**src/rtl/pirq_route_pkg.sv**
```systemverilog
package pirq_route_pkg;
  parameter int unsigned PR_NUM_PCI  = 4;
  parameter int unsigned PR_NUM_ISA  = 16;
  parameter int unsigned PR_BYTE_W   = 8;
  parameter logic [7:0]  PR_RST_ROUTE = 8'h80;

  typedef logic [PR_BYTE_W-1:0] route_byte_t;
endpackage

```
**src/rtl/pirq_route_regs.sv**
```systemverilog
module pirq_route_regs #(
  parameter int unsigned NUM_LINES = 4,
  parameter int unsigned BYTE_W    = 8,
  parameter logic [BYTE_W-1:0] RST_VAL = 8'h80,
  localparam int unsigned ADDR_W = (NUM_LINES > 1) ? $clog2(NUM_LINES) : 1
) (
  input  logic                              clk,
  input  logic                              rst,
  input  logic                              wr_en,
  input  logic [ADDR_W-1:0]                 addr,
  input  logic [BYTE_W-1:0]                 wdata,
  output logic [BYTE_W-1:0]                 rdata,
  output logic [NUM_LINES-1:0][BYTE_W-1:0]  route_q
);

  always_ff @(posedge clk) begin
    if (rst) begin
      for (int i = 0; i < NUM_LINES; i++) route_q[i] <= RST_VAL;
    end else if (wr_en && (32'(addr) < NUM_LINES)) begin
      route_q[addr] <= wdata;
    end
  end

  always_comb begin
    rdata = '0;
    if (32'(addr) < NUM_LINES) rdata = route_q[addr];
  end

endmodule

```
**src/rtl/pirq_route_decode.sv**
```systemverilog
module pirq_route_decode #(
  parameter int unsigned NUM_ISA = 16,
  parameter int unsigned BYTE_W  = 8,
  localparam int unsigned SEL_W  = (NUM_ISA > 1) ? $clog2(NUM_ISA) : 1,
  localparam logic [BYTE_W:0] LIMIT = (BYTE_W+1)'(NUM_ISA)
) (
  input  logic [BYTE_W-1:0]  route,
  output logic [NUM_ISA-1:0] target
);

  logic in_range;
  assign in_range = ({1'b0, route} < LIMIT);

  always_comb begin
    target = '0;
    if (in_range) target[route[SEL_W-1:0]] = 1'b1;
  end

endmodule

```
**src/rtl/pirq_route_merge.sv**
```systemverilog
module pirq_route_merge #(
  parameter int unsigned NUM_LINES = 4,
  parameter int unsigned NUM_ISA   = 16
) (
  input  logic [NUM_LINES-1:0]              lvl,
  input  logic [NUM_LINES-1:0][NUM_ISA-1:0] target,
  output logic [NUM_ISA-1:0]                merged
);

  for (genvar k = 0; k < NUM_ISA; k++) begin : g_out
    logic [NUM_LINES-1:0] column;
    always_comb begin
      for (int n = 0; n < NUM_LINES; n++) column[n] = target[n][k] & lvl[n];
    end
    assign merged[k] = |column;
  end

endmodule

```
**src/rtl/pirq_steer_router.sv**
```systemverilog
module pirq_steer_router
  import pirq_route_pkg::*;
#(
  parameter int unsigned NUM_PCI = PR_NUM_PCI,
  parameter int unsigned NUM_ISA = PR_NUM_ISA,
  parameter int unsigned BYTE_W  = PR_BYTE_W,
  parameter logic [BYTE_W-1:0] RST_ROUTE = PR_RST_ROUTE,
  localparam int unsigned ADDR_W = (NUM_PCI > 1) ? $clog2(NUM_PCI) : 1
) (
  input  logic               clk,
  input  logic               rst,
  input  logic [ADDR_W-1:0]  reg_addr,
  input  logic               reg_wr_en,
  input  logic [BYTE_W-1:0]  reg_wdata,
  output logic [BYTE_W-1:0]  reg_rdata,
  input  logic [NUM_PCI-1:0] pci_irq,
  output logic [NUM_ISA-1:0] isa_irq
);

  logic [NUM_PCI-1:0][BYTE_W-1:0]  route_q;
  logic [NUM_PCI-1:0][NUM_ISA-1:0] target;

  pirq_route_regs #(
    .NUM_LINES(NUM_PCI), .BYTE_W(BYTE_W), .RST_VAL(RST_ROUTE)
  ) regs_i (
    .clk(clk), .rst(rst), .wr_en(reg_wr_en), .addr(reg_addr),
    .wdata(reg_wdata), .rdata(reg_rdata), .route_q(route_q)
  );

  for (genvar n = 0; n < NUM_PCI; n++) begin : g_line
    pirq_route_decode #(.NUM_ISA(NUM_ISA), .BYTE_W(BYTE_W)) dec_i (
      .route(route_q[n]), .target(target[n])
    );
  end

  pirq_route_merge #(.NUM_LINES(NUM_PCI), .NUM_ISA(NUM_ISA)) merge_i (
    .lvl(pci_irq), .target(target), .merged(isa_irq)
  );

endmodule

```
**config.mk**
```make
export PLATFORM = sky130hd
export DESIGN_NAME = pirq_steer_router
export DESIGN_NICKNAME = d
export VERILOG_FILES = /design/src/rtl/pirq_route_pkg.sv /design/src/rtl/pirq_route_regs.sv /design/src/rtl/pirq_route_decode.sv /design/src/rtl/pirq_route_merge.sv /design/src/rtl/pirq_steer_router.sv
export SDC_FILE = /design/constraint.sdc
export NUM_CORES = 1
export LEC_CHECK = 0
export BUFFER_PORTS_ARGS = -buffer_cell sky130_fd_sc_hd__buf_2
export CAP_MARGIN = 20
export CORE_MARGIN = 2
export CORE_UTILIZATION = 45
export CTS_CLUSTER_DIAMETER = 50
export DETAILED_ROUTE_END_ITERATION = 8
export PLACE_DENSITY = 0.69
export SLEW_MARGIN = 15
export SYNTH_ARGS = -nofsm -noshare
export SYNTH_HDL_FRONTEND = slang
export SYNTH_SLANG_ARGS = --single-unit
```
**constraint.sdc**
```tcl
create_clock -name clk -period 1.3 [get_ports clk]
set_input_delay 0 -clock clk [delete_from_list [all_inputs] [get_ports clk]]
set_output_delay 0 -clock clk [all_outputs]
set_load 0.01 [all_outputs]
```
# After elaboration in Yosys (flattened, before gate mapping)

Index checks and enable logic that the tools add are counted.

Flip-flop bits (word level): 32
Input port bits: 17
Output and inout bits: 24
Logic and storage cells: 120

Mux-type cells: 17
Bitwise gates (word level): 64
Order comparisons: 14
Reductions and logical operators: 21

Operators by type and width:

| operator             | count |
|---|---|
| $and A1 B1 Y1        | 64 |
| $mux W16             | 4 |
| $reduce_or A4 Y1     | 16 |
| $bwmux W32           | 1 |
| $lt A8 B5 Y1 const B | 4 |
| $lt A4 B5 Y1 const B | 4 |
| $bmux W8 S2          | 1 |
| $demux W1 S4         | 4 |
| $demux W8 S2         | 1 |
| $ge A4 B1 Y1 const B | 4 |
| $mux W8              | 2 |
| $logic_and A1 B1 Y1  | 5 |
| $mux W1              | 4 |
| $lt A2 B3 Y1 const B | 1 |
| $ge A2 B1 Y1 const B | 1 |

# Depth between registers and ports, before layout

Depth in word-level cells: 7
Mapped depth: 5
Depth with buffers taken out: 4

# Modules after synthesis

From an unflattened synthesis, not the netlist that was laid out.

Cell total of the unflattened synthesis: 288
Area, all modules: 2561.2 um^2

Modules (own cells, without submodules):

| module            | instances | area each (um^2) | seq. area each (um^2) | cells each |
|---|---|---|---|---|
| pirq_route_regs   | 1         | 1487.7           | 640.6                 | 128 |
| pirq_route_decode | 4         | 142.6            | 0.0                   | 26 |
| pirq_route_merge  | 1         | 503.0            | 0.0                   | 56 |

# Worst setup path before layout

No wires, ideal clock.

Path kind: flip-flop to output port
Start point: reg regs_i.route_q[23] in the netlist's numbering
End point: out isa_irq[7]
Arrival: 1.296 ns
Required time: 1.300 ns
Path buffers: 0
Stages on the path, launching flop included: 5
Setup slack: 0.004 ns
Path through: dfxtp_1 or3_4 nor4b_4 a32oi_1 o221ai_1

Longest elaborated chain between the ends: 4

RTL lines:

| what                             | RTL line                | source |
|---|---|---|
| start: declaration               | pirq_route_regs.sv:13   | `output logic [NUM_LINES-1:0][BYTE_W-1:0] route_q` |
| start signal: indexed assignment | pirq_route_regs.sv:20   | `route_q[addr] <= wdata;` |
| $lt A8 B5 Y1                     | pirq_route_decode.sv:12 | `assign in_range = ({1'b0, route} < LIMIT);` |
| $mux W16                         | pirq_route_decode.sv:16 | `if (in_range) target[route[SEL_W-1:0]] = 1'b1;` |
| $and A1 B1 Y1                    | pirq_route_merge.sv:13  | `for (int n = 0; n < NUM_LINES; n++) column[n] = target[n][k] & lvl[n];` |
| $reduce_or A4 Y1                 | pirq_route_merge.sv:15  | `assign merged[k] = \|column;` |
| end: declaration                 | pirq_steer_router.sv:17 | `output logic [NUM_ISA-1:0] isa_irq` |

Every way passes these cells.

# Worst setup path after layout

Same ends and word-level chain as after synthesis.

==> out/results.ini <==
[power]
internal_power_mw=1.81
p_leak_nw=1.33
peakVddDrop_uv=1530
p_switching_mw=0.642
power_density_nw_per_um2=778
p_sw_share_pct=26.2
combPwrFrac_pct=19.1
p_clk_share_pct=37.7
power_frac_seq_pct=43.2

[yosys]
syn_nets=261
yosysTopAreaCell=dfxtp_1
synth_async_sr_flop_share_pct=0
yosysTopAreaCellShare_pct=28.4
ys_types=40
synth_ff_type=dfxtp_1
synthTopCellsByArea=dfxtp_1, nand2_1, nor4_4, a22oi_1, mux4_2
avgSynthCellArea_um2=9.24
ys_top_cells_by_count=nand2_1, dfxtp_1, nor2_1
ys_seq_area_share_pct=28.4
ys_seq_elements=32
synth_edf_count=0
yosys_warnings=0
syn-instance-count=244
syn_area_um2=2250
yosysMostFrequentCell=nand2_1

[setup_path]
reg2regPathDepth=5
cp_max_fo=4
critPathLaunchType=flip-flop
startpoint=regs_i.route_q[23]
r2r_setup_slack_ns=0.35
critPathCaptureType=output port
worstSetupPathType=reg2out
r2r_start=regs_i.route_q[19]
worstReg2RegEnd=regs_i.route_q[19]
timing.critical_path.to=isa_irq[7]
crit_arrival_ns=1.84
worstPathRequired_ns=1.30

[cells_and_area]
regArea_um2=672
layout-area-overhead-vs-synth_pct=40.0
fill_cells=387
diodes=0
largest_register=regs_i.route_q
final_core_utilization_pct=65.9
finalInstanceArea_um2=3150
top_regs=regs_i.route_q x32
largest_reg_flops=32
drive_above_1_share_pct=47.0
final_nets=354
multi_input_area_um2=1480

[placement]
hpwl_mm=5.24
gp_congestion=0.937
placedInstanceArea_um2=2740
port_buffers=40

[floorplanning]
die_area_um2=5590
fp.dieH_um=74.8
rows=25
start_util_pct=47.1
core_area_um2=4790
ios=41
die_x_um=74.8

[routing]
wire_per_inst_um=17.6
vias_per_cell=5.84
drt-total-wl_mm=7.14
drtIter0Drc=250
drtPass1Iterations=5
drc=0
antenna_left=0
num_vias=2367

[timing]
hold_ws_ns=0.00876
setup_viol=24
relSlewSlack_pct=61.6
finalMaxSlewViolations=0
max_freq_mhz=543
worstMarginPinSlew_ns=0.576
layout_worst_path_cycle_share_pct=142
skew_ns=0
worst_slack_ns=-0.541
rsz0062_at_grt=yes
min_period_ns=1.84
finalSetupTns_ns=-7.85
finalHoldViolations=0

[grt]
grt_pass1_vias=2224
grt_use_total_pct=26.8
grt_pass1_wl_mm=11.1
grt_overflow=0
antenna_found_initial=0
grt_max_degree=33

[status]
violations=setup timing
outcome=complete, but fails checks

[clocking]
cts_root_buffer=clkbuf_8
cts.sinks=32
cts_made_buffers=5
cts_tree=done
clk_pin_slew_ns=0.07
htree_levels=2
clk_latency_ns=0.28
clk_path_buf_depth=2

[min_path]
hold_path.class=in2reg

[run]
cap_violations=0

==> worst min path at each step <==
stage / slack (ns) / cells after the start / startpoint / to
after detailed placement: 0.28 / 3 / reg_wdata[0] / regs_i.route_q[16]
after global placement: 0.28 / 3 / reg_wdata[0] / regs_i.route_q[24]
after CTS: 0.001 / 3 / reg_wdata[6] / regs_i.route_q[30]
final: 0.009 / 3 / reg_wdata[4] / regs_i.route_q[20]
after floorplan: 0.09 / 1 / rst / regs_i.route_q[15]
after global routing: 0.01 / 3 / reg_wdata[6] / regs_i.route_q[22]
==> critical path: stages, from the launching register on <==
cell	delay [ns]
dfxtp_2	0.32
or3_4	0.44
nor4b_4	0.38
a32oi_1	0.16
o221ai_1	0.09
buf_2	0.16
==> routing by layer <==
metal	up-vias	part of all wire (%)	track usage (%)
met4	0	3.3	14.3
met3	25	8.3	3.75
li1	1079	-	-
met2	120	49	45.0
met5	-	0	0
met1	1143	40	33.3
==> power by group through the flow <==
stage,clock [mW],combinational [mW],sequential [mW]
after CTS,0.943,0.448,1.06
after floorplan,0,0.247,1.07
after global routing,0.983,0.498,1.06
after global placement,0,0.400,1.07
final,0.925,0.468,1.06
after detailed placement,0,0.401,1.08
==> kinds of logic after synthesis <==
kind of cell           after synthesis  synth area share (%)
flip-flops                          32                  28.4
AND/OR/NAND/NOR                    127                  36.0
multiplexers                        21                  13.9
buffers and inverters               19                  7.94
AO/OA/AOI/OAI                       45                  13.7
==> timing repair <==
| item | in CTS | in global routing |
|---|---|---|
| hold buffers | 5 | 0 |
| resized for setup | 47 | 14 |
| buffers inserted | 8 | 6 |
| hold endpoints to repair | 11 | 0 |
| pin swaps | 16 | 17 |
| endpoints found under the setup margin | 24 | 24 |
==> cell type report <==
class / instances / share of cell area [%]
clock buffers: 6 / 2.30
clock inverters: 2 / 1.11
inverters: 6 / 0.714
multi-input cells: 193 / 47.0
flip-flops and latches: 32 / 21.3
well taps: 67 / 2.66
repair buffers: 99 / 24.9
==> metrics by stage <==
stage	worst slack [ns]	std cells	total power, mW
3_3_place_gp	-0.193	384	1.47
5_1_grt	-0.605	405	2.54
2_1_floorplan	0.00424	244	1.32
3_5_place_dp	-0.213	384	1.48
6_report	-0.541	405	2.45
4_1_cts	-0.525	403	2.45
==> placed cells by master (no fill, tap or decap), types with 4 or more instances in the layout <==
cell	synthesis	routed
dfxtp_2	0	16
nor2_1	22	22
dfxtp_1	32	13
nand2_1	52	51
buf_4	0	37
a22oi_1	21	12
a32oi_1	4	4
nor4_4	8	8
a22oi_2	0	9
inv_1	6	6
nor2b_1	9	9
mux2i_1	13	13
buf_6	0	25
nand3_1	9	9
buf_2	4	31
dlygate4sd3_1	0	5
mux4_2	7	8
clkbuf_8	0	5
a21oi_1	15	15
Power figures use the tool's default switching activity.
